[src/rtl/i2c_tgt_pkg.sv]
package i2c_tgt_pkg;

  typedef enum logic [2:0] {
    ST_IDLE,
    ST_ADDR,
    ST_ADDR_ACK,
    ST_WR,
    ST_WR_ACK,
    ST_RD,
    ST_RD_ACK,
    ST_WAIT
  } tgt_state_t;

  typedef enum logic [1:0] {
    STRAP_LOW  = 2'b00,
    STRAP_HIGH = 2'b01,
    STRAP_DATA = 2'b10,
    STRAP_CLK  = 2'b11
  } strap_class_t;

  // Observations of the strap pin since the last START
  typedef struct packed {
    logic seen_hi;
    logic seen_lo;
    logic data_diff;
    logic clk_diff;
  } strap_obs_t;

  function automatic strap_class_t classify(input strap_obs_t o);
    if (!o.seen_hi)        return STRAP_LOW;
    else if (!o.seen_lo)   return STRAP_HIGH;
    else if (!o.data_diff) return STRAP_DATA;
    else                   return STRAP_CLK;
  endfunction

endpackage

[src/rtl/i2c_line_sync.sv]
module i2c_line_sync #(
  parameter int SYNC_STAGES = 2
) (
  input  logic clk,
  input  logic rst_n,
  input  logic scl_i,
  input  logic sda_i,
  input  logic strap_i,
  output logic scl_s,
  output logic sda_s,
  output logic strap_s,
  output logic scl_rise,
  output logic scl_fall,
  output logic sda_edge,
  output logic start_p,
  output logic stop_p,
  output logic stop_cand,
  output logic start_in_high
);
  // bit order inside a stage: {strap, sda, scl}; bus idles high
  localparam logic [2:0] IDLE_LINES = 3'b011;

  logic [SYNC_STAGES-1:0][2:0] chain;
  logic [2:0] last;

  always_ff @(posedge clk or negedge rst_n) begin
    if (!rst_n) begin
      for (int i = 0; i < SYNC_STAGES; i++) chain[i] <= IDLE_LINES;
      last <= IDLE_LINES;
    end else begin
      chain[0] <= {strap_i, sda_i, scl_i};
      for (int i = 1; i < SYNC_STAGES; i++) chain[i] <= chain[i-1];
      last <= chain[SYNC_STAGES-1];
    end
  end

  assign scl_s   = chain[SYNC_STAGES-1][0];
  assign sda_s   = chain[SYNC_STAGES-1][1];
  assign strap_s = chain[SYNC_STAGES-1][2];

  assign scl_rise = scl_s & ~last[0];
  assign scl_fall = ~scl_s & last[0];
  assign sda_edge = sda_s ^ last[1];

  assign start_p   = scl_s & last[0] & last[1] & ~sda_s;
  assign stop_cand = scl_s & last[0] & ~last[1] & sda_s;

  // set by a START, cleared once SCL goes low: a STOP in between is illegal
  always_ff @(posedge clk or negedge rst_n) begin
    if (!rst_n)        start_in_high <= 1'b0;
    else if (start_p)  start_in_high <= 1'b1;
    else if (!scl_s)   start_in_high <= 1'b0;
  end

  assign stop_p = stop_cand & ~start_in_high;

endmodule

[src/rtl/i2c_strap_sense.sv]
module i2c_strap_sense
  import i2c_tgt_pkg::*;
(
  input  logic         clk,
  input  logic         rst_n,
  input  logic         scl_s,
  input  logic         sda_s,
  input  logic         strap_s,
  input  logic         sample_en,
  input  logic         restart,
  output strap_class_t strap_class
);
  strap_obs_t obs;
  strap_obs_t fresh;

  always_comb begin
    fresh.seen_hi   = strap_s;
    fresh.seen_lo   = ~strap_s;
    fresh.data_diff = strap_s ^ sda_s;
    fresh.clk_diff  = strap_s ^ scl_s;
  end

  always_ff @(posedge clk or negedge rst_n) begin
    if (!rst_n)         obs <= '0;
    else if (restart)   obs <= fresh;
    else if (sample_en) obs <= obs | fresh;
  end

  assign strap_class = classify(obs);

endmodule

[src/rtl/i2c_reg_bank.sv]
module i2c_reg_bank #(
  parameter int REG_COUNT = 8,
  parameter int BYTE_W    = 8,
  localparam int PTR_W    = $clog2(REG_COUNT)
) (
  input  logic              clk,
  input  logic              rst_n,
  input  logic              we,
  input  logic [PTR_W-1:0]  waddr,
  input  logic [BYTE_W-1:0] wdata,
  input  logic [PTR_W-1:0]  raddr,
  output logic [BYTE_W-1:0] rdata
);
  logic [REG_COUNT-1:0][BYTE_W-1:0] rd_vec;

  for (genvar g = 0; g < REG_COUNT; g++) begin : g_entry
    logic [BYTE_W-1:0] q;
    always_ff @(posedge clk or negedge rst_n) begin
      if (!rst_n)                           q <= '0;
      else if (we && waddr == PTR_W'(g))    q <= wdata;
    end
    assign rd_vec[g] = q;
  end

  assign rdata = rd_vec[raddr];

endmodule

[src/rtl/i2c_tgt_engine.sv]
module i2c_tgt_engine
  import i2c_tgt_pkg::*;
#(
  parameter int          REG_COUNT  = 8,   // power of two
  parameter logic [4:0]  ADDR_FIXED = 5'b10010,
  localparam int         PTR_W      = $clog2(REG_COUNT),
  localparam int         BYTE_W     = 8
) (
  input  logic              clk,
  input  logic              rst_n,
  input  logic              sda_s,
  input  logic              scl_rise,
  input  logic              scl_fall,
  input  logic              start_p,
  input  logic              stop_p,
  input  strap_class_t      strap_class,
  input  logic [BYTE_W-1:0] rd_data,
  output logic              sda_oe,
  output tgt_state_t        state,
  output logic [PTR_W-1:0]  ptr,
  output logic              rf_we,
  output logic [PTR_W-1:0]  rf_waddr,
  output logic [BYTE_W-1:0] rf_wdata
);
  localparam logic [3:0] BITS_DONE = 4'd8;

  logic [BYTE_W-1:0] rx_sh;
  logic [BYTE_W-1:0] tx_sh;
  logic [3:0]        bit_cnt;
  logic              rd_dir;
  logic              ptr_phase;
  logic              got_nack;
  logic [6:0]        own_addr;

  assign own_addr = {ADDR_FIXED, logic'(strap_class[1]), logic'(strap_class[0])};

  function automatic logic [PTR_W-1:0] ptr_next(input logic [PTR_W-1:0] p);
    return (p == PTR_W'(REG_COUNT - 1)) ? '0 : p + 1'b1;
  endfunction

  always_ff @(posedge clk or negedge rst_n) begin
    if (!rst_n) begin
      state     <= ST_IDLE;
      sda_oe    <= 1'b0;
      ptr       <= '0;
      rx_sh     <= '0;
      tx_sh     <= '0;
      bit_cnt   <= '0;
      rd_dir    <= 1'b0;
      ptr_phase <= 1'b0;
      got_nack  <= 1'b0;
      rf_we     <= 1'b0;
      rf_waddr  <= '0;
      rf_wdata  <= '0;
    end else begin
      rf_we <= 1'b0;
      if (start_p) begin
        state   <= ST_ADDR;
        bit_cnt <= '0;
        sda_oe  <= 1'b0;
      end else if (stop_p) begin
        state  <= ST_IDLE;
        sda_oe <= 1'b0;
      end else begin
        unique case (state)
          ST_IDLE, ST_WAIT: ;
          ST_ADDR: begin
            if (scl_rise) begin
              rx_sh   <= {rx_sh[BYTE_W-2:0], sda_s};
              bit_cnt <= bit_cnt + 1'b1;
            end else if (scl_fall && bit_cnt == BITS_DONE) begin
              if (rx_sh[BYTE_W-1:1] == own_addr) begin
                state  <= ST_ADDR_ACK;
                sda_oe <= 1'b1;
                rd_dir <= rx_sh[0];
              end else begin
                state <= ST_WAIT;
              end
            end
          end
          ST_ADDR_ACK: begin
            if (scl_fall) begin
              bit_cnt <= '0;
              if (rd_dir) begin
                state  <= ST_RD;
                tx_sh  <= rd_data;
                sda_oe <= ~rd_data[BYTE_W-1];
              end else begin
                state     <= ST_WR;
                sda_oe    <= 1'b0;
                ptr_phase <= 1'b1;
              end
            end
          end
          ST_WR: begin
            if (scl_rise) begin
              rx_sh   <= {rx_sh[BYTE_W-2:0], sda_s};
              bit_cnt <= bit_cnt + 1'b1;
            end else if (scl_fall && bit_cnt == BITS_DONE) begin
              state     <= ST_WR_ACK;
              sda_oe    <= 1'b1;
              ptr_phase <= 1'b0;
              if (ptr_phase) begin
                ptr <= rx_sh[PTR_W-1:0];
              end else begin
                rf_we    <= 1'b1;
                rf_waddr <= ptr;
                rf_wdata <= rx_sh;
                ptr      <= ptr_next(ptr);
              end
            end
          end
          ST_WR_ACK: begin
            if (scl_fall) begin
              state   <= ST_WR;
              sda_oe  <= 1'b0;
              bit_cnt <= '0;
            end
          end
          ST_RD: begin
            if (scl_rise) begin
              bit_cnt <= bit_cnt + 1'b1;
            end else if (scl_fall) begin
              if (bit_cnt == BITS_DONE) begin
                state  <= ST_RD_ACK;
                sda_oe <= 1'b0;
                ptr    <= ptr_next(ptr);
              end else begin
                sda_oe <= ~tx_sh[BYTE_W-2];
                tx_sh  <= {tx_sh[BYTE_W-2:0], 1'b0};
              end
            end
          end
          ST_RD_ACK: begin
            if (scl_rise) begin
              got_nack <= sda_s;
            end else if (scl_fall) begin
              if (got_nack) begin
                state <= ST_WAIT;
              end else begin
                state   <= ST_RD;
                bit_cnt <= '0;
                tx_sh   <= rd_data;
                sda_oe  <= ~rd_data[BYTE_W-1];
              end
            end
          end
          default: state <= ST_IDLE;
        endcase
      end
    end
  end

endmodule

[src/rtl/i2c_strap_target.sv]
module i2c_strap_target
  import i2c_tgt_pkg::*;
#(
  parameter int         REG_COUNT   = 8,
  parameter logic [4:0] ADDR_FIXED  = 5'b10010,
  parameter int         SYNC_STAGES = 2,
  localparam int        PTR_W       = $clog2(REG_COUNT)
) (
  input  logic clk,
  input  logic rst_n,
  input  logic scl_i,
  input  logic sda_i,
  input  logic strap_i,
  output logic sda_oe_o
);
  logic         scl_s, sda_s, strap_s;
  logic         scl_rise, scl_fall, sda_edge;
  logic         start_p, stop_p, stop_cand, start_in_high;
  strap_class_t strap_class;
  tgt_state_t   eng_state;
  logic [PTR_W-1:0] ptr;
  logic             rf_we;
  logic [PTR_W-1:0] rf_waddr;
  logic [7:0]       rf_wdata;
  logic [7:0]       rf_rdata;

  i2c_line_sync #(.SYNC_STAGES(SYNC_STAGES)) u_sync (
    .clk(clk), .rst_n(rst_n),
    .scl_i(scl_i), .sda_i(sda_i), .strap_i(strap_i),
    .scl_s(scl_s), .sda_s(sda_s), .strap_s(strap_s),
    .scl_rise(scl_rise), .scl_fall(scl_fall), .sda_edge(sda_edge),
    .start_p(start_p), .stop_p(stop_p),
    .stop_cand(stop_cand), .start_in_high(start_in_high)
  );

  i2c_strap_sense u_strap (
    .clk(clk), .rst_n(rst_n),
    .scl_s(scl_s), .sda_s(sda_s), .strap_s(strap_s),
    .sample_en(scl_rise | scl_fall | sda_edge),
    .restart(start_p),
    .strap_class(strap_class)
  );

  i2c_reg_bank #(.REG_COUNT(REG_COUNT), .BYTE_W(8)) u_regs (
    .clk(clk), .rst_n(rst_n),
    .we(rf_we), .waddr(rf_waddr), .wdata(rf_wdata),
    .raddr(ptr), .rdata(rf_rdata)
  );

  i2c_tgt_engine #(.REG_COUNT(REG_COUNT), .ADDR_FIXED(ADDR_FIXED)) u_engine (
    .clk(clk), .rst_n(rst_n),
    .sda_s(sda_s), .scl_rise(scl_rise), .scl_fall(scl_fall),
    .start_p(start_p), .stop_p(stop_p),
    .strap_class(strap_class), .rd_data(rf_rdata),
    .sda_oe(sda_oe_o), .state(eng_state), .ptr(ptr),
    .rf_we(rf_we), .rf_waddr(rf_waddr), .rf_wdata(rf_wdata)
  );

endmodule

[config.mk]
export PLATFORM = sky130hd
export DESIGN_NAME = i2c_strap_target
export DESIGN_NICKNAME = d
export VERILOG_FILES = /design/src/rtl/i2c_tgt_pkg.sv /design/src/rtl/i2c_line_sync.sv /design/src/rtl/i2c_strap_sense.sv /design/src/rtl/i2c_reg_bank.sv /design/src/rtl/i2c_tgt_engine.sv /design/src/rtl/i2c_strap_target.sv
export SDC_FILE = /design/constraint.sdc
export NUM_CORES = 1
export LEC_CHECK = 0
export BUFFER_PORTS_ARGS = -buffer_cell sky130_fd_sc_hd__buf_2
export CAP_MARGIN = 5
export CORE_UTILIZATION = 51
export CTS_BUF_LIST = sky130_fd_sc_hd__clkbuf_16
export CTS_CLUSTER_SIZE = 8
export DETAILED_ROUTE_END_ITERATION = 7
export PLACE_DENSITY = 0.76
export REMOVE_ABC_BUFFERS = 1
export SLEW_MARGIN = 20
export SYNTH_ARGS = -nofsm -noshare
export SYNTH_HDL_FRONTEND = slang
export SYNTH_SLANG_ARGS = --single-unit
[constraint.sdc]
create_clock -name clk -period 3.52 [get_ports clk]
set_input_delay 0.176 -clock clk [delete_from_list [all_inputs] [get_ports clk]]
set_output_delay 0.176 -clock clk [all_outputs]
set_load 0.02 [all_outputs]
Word-level counts from Yosys, hierarchy flattened
Index checks and enable logic that the tools add are counted.

Bits of input ports: 5. Bits in writable memories: 0. Memories: 0. Latch bits: 0. Output and inout port bits: 1. Word-level logic and storage cells: 213. Flip-flop bits (word level): 118. Memory bits (read-only): 0.

Multiply operators: 0. Magnitude comparators: 1. Add/subtract/negate cells: 2. Multiplexer cells: 79. Shift-type cells: 0. Bitwise logic cells: 26. Reductions and logical operators: 29. Divide/modulo/power cells: 0. Equal/unequal tests: 48.

Operators by type and width (count): $mux 3 (22); $mux 7 (8); $mux 4 (9); $ne 4x4->1 const B (9); $mux 1 (29); $bmux 8 s3 (1); $eq 3x3->1 const B (8); $ne 2x2->1 const B (11); $pmux 7 s3 (1); $pmux 3 s6 (1); $ne 4x3->1 const B (4); $reduce_and 7->1 (2); $reduce_and 13->1 (1); $eq 3x2->1 const B (4); $not 1->1 (12); $pmux 4 s3 (1); $reduce_and 12->1 (1); $reduce_and 6->1 (2); $reduce_and 11->1 (1); $logic_and 1x1->1 (9); $ne 3x3->1 const B (3); $and 1x1->1 (8); $mux 8 (1); $reduce_and 4->1 (2); 23 further kinds (35).

Depth between registers and ports, before layout
Gate-level depths: netlist (run 1).

Word-level depth: 10. Depth in mapped cells: 8. Mapped depth without buffers: 7.

Cells and area by module
Synthesis (run 1) repeated with hierarchy kept, for this count alone.

Cells, all modules: 410. Area total of the unflattened synthesis: 5715.5 sq um.

By module, submodules not included: i2c_reg_bank (cells an instance 172, seq. area each 1601.5 sq um, times used 1, area each 2992.9 sq um); i2c_tgt_engine (cells an instance 204, seq. area each 1026.0 sq um, times used 1, area each 2283.4 sq um); i2c_line_sync (cells an instance 19, seq. area each 232.7 sq um, times used 1, area each 302.8 sq um); i2c_strap_sense (cells an instance 14, seq. area each 75.1 sq um, times used 1, area each 130.1 sq um); i2c_strap_target (cells an instance 1, seq. area each 0.0 sq um, times used 1, area each 6.3 sq um).

Worst setup path after synthesis (run 1)
OpenSTA, ideal clock, no wires.

Path type: register to register. Start: register u_sync.last[0]. End: register u_engine.rf_waddr[1]. Clock period less this slack: 2.281 ns. Path slack: 1.239 ns. Library setup time: 0.125 ns. Required time: 3.395 ns. Cell stages (with the launch flop): 8. Path buffers: 1. Arrival time: 2.156 ns. Cell sequence: dfstp_2 -> inv_1 -> ha_1 -> nand3b_1 -> or3_1 -> or3_4 -> buf_6 -> mux2_4.

Cells in the longest elaborated chain, start to end: 6. Elaborated cells on any way between the ends: 14. Those cells by class: 12 x bitwise; 2 x reduce/logical.

RTL lines: start, declared (RTL line i2c_line_sync.sv:24) `logic [2:0] last;`; start signal, assigned (RTL line i2c_line_sync.sv:33) `last <= chain[SYNC_STAGES-1];`; $and 1x1->1 (RTL line i2c_line_sync.sv:45, i2c_line_sync.sv:46); $and 1x1->1 (2 in series) (RTL line i2c_line_sync.sv:46) `assign stop_cand = scl_s & last[0] & ~last[1] & sda_s;`; $and 1x1->1 (RTL line i2c_line_sync.sv:55) `assign stop_p = stop_cand & ~start_in_high;`; $not 1->1 (no line); $reduce_and 6->1 (no line) *; end signal, assigned (RTL line i2c_tgt_engine.sv:107) `rf_waddr <= ptr;`; end, declared (RTL line i2c_tgt_engine.sv:22) `output logic [PTR_W-1:0] rf_waddr,`.

Mark *: on every way between the ends. The rest lies on a longest branch, timed or not. A chain may end at the register's enable or synchronous reset.

Worst setup path in the final report (run 1)
Start: register u_sync.last[0]. End: register u_engine.rf_wdata[3].

Cells in the longest elaborated chain, start to end: 6. Elaborated cells on any way between the ends: 14. Those cells by class: 12 x bitwise; 2 x reduce/logical.

RTL lines: $and 1x1->1 (RTL line i2c_line_sync.sv:45, i2c_line_sync.sv:46); $and 1x1->1 (2 in series) (RTL line i2c_line_sync.sv:46); $and 1x1->1 (RTL line i2c_line_sync.sv:55); $not 1->1 (no line); $reduce_and 6->1 (no line) *; end signal, assigned (RTL line i2c_tgt_engine.sv:108) `rf_wdata <= rx_sh;`; end, declared (RTL line i2c_tgt_engine.sv:23) `output logic [BYTE_W-1:0] rf_wdata`.

Marks and branches as above.

==> PnR_summary.wiki, run 1 <==
{| class="wikitable"
! Metric !! Value
|-
| Reg2Reg Capture Point || u_engine.rf_wdata[3]$_DFFE_PN0P_
|-
| Count of input and output buffers || 5
|-
| Maximum number of buffers from clock root to sink || 2
|-
| Worst clock skew || 0.00439 ns
|-
| Number of inserted filler cells in the final layout || 737
|-
| Period Utilization, post-route || 68.4%
|-
| Antenna violations before repair || 0
|-
| Area of placed instances || 5680 sq um
|-
| Commonest register cell after synthesis || sky130_fd_sc_hd__dfrtp_1
|-
| RSZ-0062 raised after global routing || false
|-
| Total negative slack for setup checks || 0 ns
|-
| Global-route total usage across every layer || 22.3%
|-
| Number of warnings printed during yosys synthesis || 0
|-
| Flops & latches, synth || 117
|-
| Initial Utilization || 53.2%
|-
| Number of standard cells after synthesis || 418
|-
| Worst reg2reg setup slack || 1.11 ns
|-
| Root buffer cell || sky130_fd_sc_hd__clkbuf_16
|-
| # rows || 37
|-
| Worst slew margin relative to its limit || 34.2%
|-
| Post-DR vias/cell || 6.02
|-
| Via count of the first global-routing pass || 3521
|-
| Total overflow reported by the global router || 0
|-
| Peak fanout along the critical path || 12
|-
| Overall power consumption || 4.02 mW
|-
| Avg Inst Size Synth || 13.2 sq um
|-
| Outcome || completed
|-
| Core Box Area || 10400 sq um
|-
| Clock latency on the worst-skew pair || 0.41 ns
|-
| Share of flip-flops with an asynchronous set or reset after synthesis || 100%
|-
| Worst Path Required || 3.82 ns
|-
| Length in cells of the worst reg-to-reg path || 6
|-
| Count of pins over their slew limit || 0
|-
| Num CTS Buffers || 17
|-
| Peak VDD IR || 420 uV
|-
| Worst setup path class || flop to flop
|-
| Average detailed-routed wire length per instance || 19.2 um
|-
| Clk sink count || 117
|-
| Startpoint type of the worst setup path || flop
|-
| Cell area after synthesis || 5540 sq um
|-
| Fraction of final layout cells sized beyond drive strength 1 || 35.4%
|-
| Met1 Track Usage GR || 29.7%
|-
| Class of the worst hold path || primary input to asynchronous set/reset pin
|-
| FF/Latch Area || 2940 sq um
|-
| Pin count of the biggest net entering global routing || 51
|-
| Capturing element type of the critical path || flop
|-
| Routing layer with the top usage in global route || met2
|-
| CTS-repair resized insts || 0
|-
| GR Util met3 || 5.58%
|-
| Maximum clock frequency || 416 MHz
|-
| Drt first pass iters || 5
|-
| Count of distinct cell types in the synthesized netlist || 54
|-
| Count of maximum capacitance violations || 0
|-
| Post-synthesis to final-layout area growth || 15.2%
|-
| # IOs || 6
|-
| Number of levels the H-tree was split into || 4
|-
| Antenna Violating Nets Remaining || 0
|-
| DIE WIDTH || 106 um
|-
| Count of vias placed by the detailed router || 3493
|-
| Total wire length || 11.1 mm
|-
| Clock tree from TritonCTS || built
|-
| Sequential area share after synthesis || 53.0%
|-
| Die Outline Area || 11300 sq um
|-
| Worst Setup EP || u_engine.rf_wdata[3]$_DFFE_PN0P_
|-
| Global-route wire length before repair || 18.7 mm
|-
| Number of synthesized flops with an enable pin || 0
|-
| Count of endpoints failing setup in the final report || 0
|-
| GP Congestion || 0.857
|-
| Leakage power figure || 2.97 nW
|-
| Reg-to-reg startpoint || u_sync.last[0]$_DFF_PN1_
|-
| Data arrival time at the worst-slack endpoint || 2.70 ns
|-
| Multi-input gate area in the final layout || 2480 sq um
|-
| Initial DRC Count || 249
|-
| Die extent in y || 106 um
|-
| Slew at the pin closest to its max-slew limit || 0.982 ns
|-
| Minimum clock period || 2.41 ns
|-
| Antenna cells || 0
|-
| Number of nets in the final layout || 443
|-
| Number of remaining DRC errors || 0
|-
| Post-route cell area || 6380 sq um
|-
| Post-detailed-placement half-perimeter wirelength || 7.13 mm
|-
| Pwr/cell area || 630 nW/um^2
|-
| Launching instance or port of the critical path || u_sync.last[0]$_DFF_PN1_
|-
| Clock-pin slew on the worst setup and hold paths || 0.06 ns
|-
| Final Hold Fails || 0
|-
| Met2 Usage GRT || 35.2%
|}
cells by family (layout without fill, tap and decap cells):
logic type | Yosys count | after routing | share of synthesized area, %
AO/OA/AOI/OAI | 63 | 63 | 7.25
flip-flops | 117 | 117 | 53.0
AND/OR/NAND/NOR | 86 | 86 | 8.95
buffers and inverters | 29 | 55 | 2.33
adder cells (fa/ha/maj) | 7 | 7 | 1.58
XOR/XNOR | 2 | 2 | 0.316
multiplexers | 114 | 114 | 26.6
cells in the final DEF, fill, tap and decap left out, drive strengths merged, types with 2 or more instances in the layout:
| cell | netlist | final |
|---|---|---|
| dfrtp | 111 | 111 |
| mux2 | 86 | 86 |
| o21ai | 23 | 23 |
| nand2 | 20 | 20 |
| clkbuf | 12 | 17 |
| nor2 | 15 | 15 |
| mux4 | 15 | 15 |
| a21oi | 13 | 13 |
| mux2i | 13 | 13 |
| inv | 10 | 12 |
| buf | 7 | 9 |
| nand2b | 7 | 7 |
| ha | 7 | 7 |
| nor3 | 7 | 7 |
| nor2b | 6 | 6 |
| bufinv | 0 | 6 |
| dfstp | 6 | 6 |
| nand3b | 5 | 5 |
| o211ai | 5 | 5 |
| nand3 | 5 | 5 |
| o31ai | 4 | 4 |
| clkinvlp | 0 | 4 |
| dlygate4sd3 | 0 | 4 |
| or3 | 4 | 4 |
| nand4b | 3 | 3 |
| nand4 | 3 | 3 |
| nor3b | 3 | 3 |
| clkinv | 0 | 3 |
| and3 | 2 | 2 |
| or3b | 2 | 2 |
| o22ai | 2 | 2 |
| a221oi | 2 | 2 |
| a31oi | 2 | 2 |
state kept, by name, indices dropped and copies added, names as in the netlist, 2 cells and up:
| register | flops |
|---|---|
| u_regs.g_entry.q | 64 |
| u_engine.rf_waddr | 3 |
| u_sync.chain | 3 |
| u_engine.rf_wdata | 8 |
| u_engine.rx_sh | 8 |
| u_engine.state | 3 |
| u_engine.ptr | 3 |
| u_sync.last | 2 |
| u_strap.obs | 3 |
| u_engine.tx_sh | 7 |
| u_engine.bit_cnt | 4 |
per-layer routing:
layer  wire, um  vias to the layer above  part of all wire (%)
li1           -                     1576                     -
met1       4910                     1783                    44
met2       5460                      114                    49
met3        561                       20                   5.1
met4        178                        0                   1.6
met5          0                        -                     0
worst min path at each step:
stage	from	endpoint	slack, ns	depth (start not counted)
final	rst_n	u_regs.g_entry[3].q[4]$_DFFE_PN0P_	0.32	2
after global routing	u_sync.chain[1]$_DFF_PN1_	u_sync.sda_s$_DFF_PN1_	0.36	0
after CTS	rst_n	u_regs.g_entry[3].q[4]$_DFFE_PN0P_	0.34	2
after detailed placement	rst_n	u_regs.g_entry[2].q[4]$_DFFE_PN0P_	0.23	1
after global placement	rst_n	u_regs.g_entry[2].q[4]$_DFFE_PN0P_	0.23	1
after floorplan	rst_n	u_engine.bit_cnt[0]$_DFFE_PN0P_	-0.12	0
synthesized netlist by cell type, types with 7 or more instances:
cell                         n  area, sq um
sky130_fd_sc_hd__ha_1        7         87.6
sky130_fd_sc_hd__mux2_2     77          867
sky130_fd_sc_hd__mux2i_1    13          130
sky130_fd_sc_hd__mux2_4      9          135
sky130_fd_sc_hd__clkbuf_1   12         45.0
sky130_fd_sc_hd__dfrtp_1   111         2780
sky130_fd_sc_hd__mux4_2     15          338
sky130_fd_sc_hd__nor2_1     15         56.3
sky130_fd_sc_hd__nand2b_1    7         43.8
sky130_fd_sc_hd__o21ai_0    22          110
sky130_fd_sc_hd__a21oi_1    13         65.1
sky130_fd_sc_hd__inv_1      10         37.5
sky130_fd_sc_hd__nand2_1    20         75.1
area by class of cell:
| class | instances | share of cell area, % |
|---|---|---|
| Clock buffer | 17 | 6.67 |
| Clock inverter | 15 | 3.69 |
| Inverter | 10 | 0.588 |
| Multi-Input combinational cell | 272 | 38.8 |
| Sequential cell | 117 | 46.0 |
| Tap cell | 136 | 2.67 |
| Timing Repair Buffer | 13 | 1.53 |
power by group:
group	internal [mW]	switching [mW]
registers	1.45	0.171
clock network	1.32	0.611
logic	0.207	0.257
total	2.98	1.04
metrics by stage:
step                      hold WS [ns]  instances  util, %  setup slack [ns]
after global placement           0.232        544     54.5              1.17
after CTS                        0.343        580     61.2              1.12
after floorplan                 -0.120        399        -              1.28
after global routing             0.356        580     61.2             0.883
after detailed placement         0.232        544     54.5              1.15
final                            0.317        580     61.2              1.11
critical path, cell delays in order, from the launching register on:
cell,delay [ns]
sky130_fd_sc_hd__dfstp_2,0.55
sky130_fd_sc_hd__inv_1,0.05
sky130_fd_sc_hd__ha_1,0.26
sky130_fd_sc_hd__nand3b_1,0.23
sky130_fd_sc_hd__or3_1,0.41
sky130_fd_sc_hd__or3_4,0.45
sky130_fd_sc_hd__mux2_4,0.33
what timing repair did:
item,in CTS,in global routing
endpoints found under the hold margin,51,0
buffers inserted,0,0
hold buffers,4,0
Power figures use the tool's default switching activity.
==> run 2: changes to the inputs <==
- clock period: 3.52 -> 2.3 ns (I/O delays scaled with it)
==> PnR_summary.wiki, run 2 (synthesis gave the netlist of run 1 again) <==
{| class="wikitable"
! Metric !! Value
|-
| Maximum clock frequency || 443 MHz (was 416 MHz)
|-
| Minimum clock period || 2.26 ns (was 2.41 ns)
|-
| Root buffer cell || sky130_fd_sc_hd__clkbuf_16 (unchanged)
|-
| # rows || 37 (unchanged)
|-
| Pin count of the biggest net entering global routing || 50 (was 51)
|-
| Initial DRC Count || 242 (was 249)
|-
| Global-route total usage across every layer || 22.4% (was 22.3%)
|-
| Count of vias placed by the detailed router || 3513 (was 3493)
|-
| Antenna Violating Nets Remaining || 0 (unchanged)
|-
| Via count of the first global-routing pass || 3534 (was 3521)
|-
| Count of input and output buffers || 5 (unchanged)
|-
| Clock tree from TritonCTS || built (unchanged)
|-
| Count of pins over their slew limit || 0 (unchanged)
|-
| Number of remaining DRC errors || 0 (unchanged)
|-
| Number of levels the H-tree was split into || 4 (unchanged)
|-
| Total overflow reported by the global router || 0 (unchanged)
|-
| Count of maximum capacitance violations || 0 (unchanged)
|-
| Antenna violations before repair || 0 (unchanged)
|-
| Post-synthesis to final-layout area growth || 17.9% (was 15.2%)
|-
| Most common library cell in the layout ignoring fill and taps || sky130_fd_sc_hd__dfrtp_1 (unchanged)
|-
| Total negative slack for setup checks || 0 ns (unchanged)
|-
| Number of nets in the final layout || 465 (was 443)
|-
| Most used cells in the layout excluding fill and tap cells || sky130_fd_sc_hd__dfrtp_1, sky130_fd_sc_hd__mux2_2, sky130_fd_sc_hd__buf_4 (was sky130_fd_sc_hd__dfrtp_1, sky130_fd_sc_hd__mux2_2, sky130_fd_sc_hd__o21ai_0)
|-
| Post-route cell area || 6530 sq um (was 6380 sq um)
|-
| Count of endpoints failing setup in the final report || 0 (unchanged)
|-
| GP Congestion || 0.844 (was 0.857)
|-
| Most flop-heavy register || u_regs.g_entry.q (unchanged)
|-
| Clock-pin slew on the worst setup and hold paths || 0.05 ns (was 0.06 ns)
|-
| Peak fanout along the critical path || 6 (was 12)
|-
| Post-DR vias/cell || 5.84 (was 6.02)
|-
| Capturing element type of the critical path || flop (unchanged)
|-
| Core Box Area || 10400 sq um (unchanged)
|-
| Outcome || completed (unchanged)
|-
| Class of the worst hold path || primary input to asynchronous set/reset pin (unchanged)
|-
| Period Utilization, post-route || 98.2% (was 68.4%)
|-
| Peak VDD IR || 788 uV (was 420 uV)
|-
| Clock latency on the worst-skew pair || 0.41 ns (about the same)
|-
| Num CTS Buffers || 17 (unchanged)
|-
| Max reg flops || 64 (unchanged)
|-
| Maximum number of buffers from clock root to sink || 2 (unchanged)
|-
| Slew at the pin closest to its max-slew limit || 0.683 ns (was 0.982 ns)
|-
| Fraction of final layout cells sized beyond drive strength 1 || 39.1% (was 35.4%)
|-
| Post-detailed-placement half-perimeter wirelength || 7.42 mm (was 7.13 mm)
|-
| Final Hold Fails || 0 (unchanged)
|-
| Worst reg2reg setup slack || 0.04 ns (was 1.11 ns)
|-
| Average detailed-routed wire length per instance || 19.1 um (was 19.2 um)
|-
| Global-route wire length before repair || 18.6 mm (was 18.7 mm)
|-
| Worst slew margin relative to its limit || 54.3% (was 34.2%)
|-
| Data arrival time at the worst-slack endpoint || 2.55 ns (was 2.70 ns)
|-
| Leakage power figure || 3.07 nW (was 2.97 nW)
|-
| Drt first pass iters || 4 (was 5)
|-
| RSZ-0062 raised after global routing || true (was false)
|-
| Worst clock skew || 0.00601 ns (was 0.00439 ns)
|-
| Area of placed instances || 5850 sq um (was 5680 sq um)
|-
| Worst Path Required || 2.59 ns (was 3.82 ns)
|-
| Antenna cells || 0 (unchanged)
|-
| # IOs || 6 (unchanged)
|-
| Clk sink count || 117 (unchanged)
|-
| Pwr/cell area || 913 nW/um^2 (was 630 nW/um^2)
|-
| Worst setup path class || flop to flop (unchanged)
|-
| DIE WIDTH || 106 um (unchanged)
|-
| Initial Utilization || 53.2% (unchanged)
|-
| Die extent in y || 106 um (unchanged)
|-
| Startpoint type of the worst setup path || flop (unchanged)
|-
| Die Outline Area || 11300 sq um (unchanged)
|-
| Biggest registers after layout || u_regs.g_entry.q (64), u_engine.rf_wdata (8), u_engine.rx_sh (8) (unchanged)
|-
| Total wire length || 11.5 mm (was 11.1 mm)
|}
==> run 2: worst paths after layout <==
| check | startpoint | end | cells after the start |
|---|---|---|---|
| min in group clk | sda_i | u_sync.chain[1]$_DFF_PN1_ | 2 |
| worst min-delay path | rst_n | u_regs.g_entry[1].q[7]$_DFFE_PN0P_ | 2 |
| worst min register to register | u_sync.chain[0]$_DFF_PN1_ | u_sync.scl_s$_DFF_PN1_ | 0 |
| max in group asynchronous | rst_n | u_sync.chain[0]$_DFF_PN1_ | 3 |
| worst max register to register | u_sync.last[0]$_DFF_PN1_ | u_engine.rf_waddr[1]$_DFFE_PN0P_ | 6 |
| worst max-delay path | u_sync.last[0]$_DFF_PN1_ | u_engine.rf_waddr[1]$_DFFE_PN0P_ | 6 |
==> run 2: layout make-up <==
cell class                      count  area, sq um
Inverter                           10         37.5
Clock inverter                     15          188
Fill cell                         778         3890
Multi-Input combinational cell    273         2490
Clock buffer                       17          425
Tap cell                          136          170
Sequential cell                   117         2940
Timing Repair Buffer               34          280
==> run 2: power by group <==
group	switching (mW)	total (mW)	leakage, nW	internal [mW]
logic	0.471	0.829	1.20	0.358
clock network	0.929	2.72	0.296	1.80
registers	0.179	2.40	1.57	2.22
==> run 2: metal layers <==
metal / global-route usage (%) / part of all wire [%] / vias to the layer above
li1: - / - / 1618
met1: 29.8 / 46 / 1811
met2: 34.8 / 49 / 69
met3: 5.82 / 3.1 / 15
met4: 9.92 / 1.7 / 0
met5: 0 / 0 / -
==> run 2: repair_timing <==
| action | 4_1_cts | 5_1_grt |
|---|---|---|
| endpoints found under the hold margin | 42 | 0 |
| hold buffers | 4 | 0 |
| gates resized for setup | 0 | 3 |
| setup endpoints to repair | 0 | 18 |
| setup buffers | 0 | 1 |
==> run 2: critical path: stages (launching register included) <==
cell	delay [ns]
sky130_fd_sc_hd__dfstp_2	0.54
sky130_fd_sc_hd__inv_1	0.04
sky130_fd_sc_hd__ha_1	0.17
sky130_fd_sc_hd__nand3b_1	0.20
sky130_fd_sc_hd__or3_4	0.43
sky130_fd_sc_hd__or3_4	0.42
sky130_fd_sc_hd__mux2_4	0.32
==> run 2: metrics by stage <==
step | setup slack, ns | cells | hold slack (ns) | utilization [%] | power (mW)
3_5_place_dp | 0.0335 | 564 | 0.131 | 56.1 | 3.24
2_1_floorplan | 0.0564 | 399 | -0.181 | - | 2.95
4_1_cts | 0.0146 | 600 | 0.234 | 62.4 | 5.98
3_3_place_gp | 0.0736 | 564 | 0.112 | 56.1 | 3.20
5_1_grt | -0.0237 | 602 | 0.279 | 62.7 | 6.20
6_report | 0.0422 | 602 | 0.250 | 62.7 | 5.96
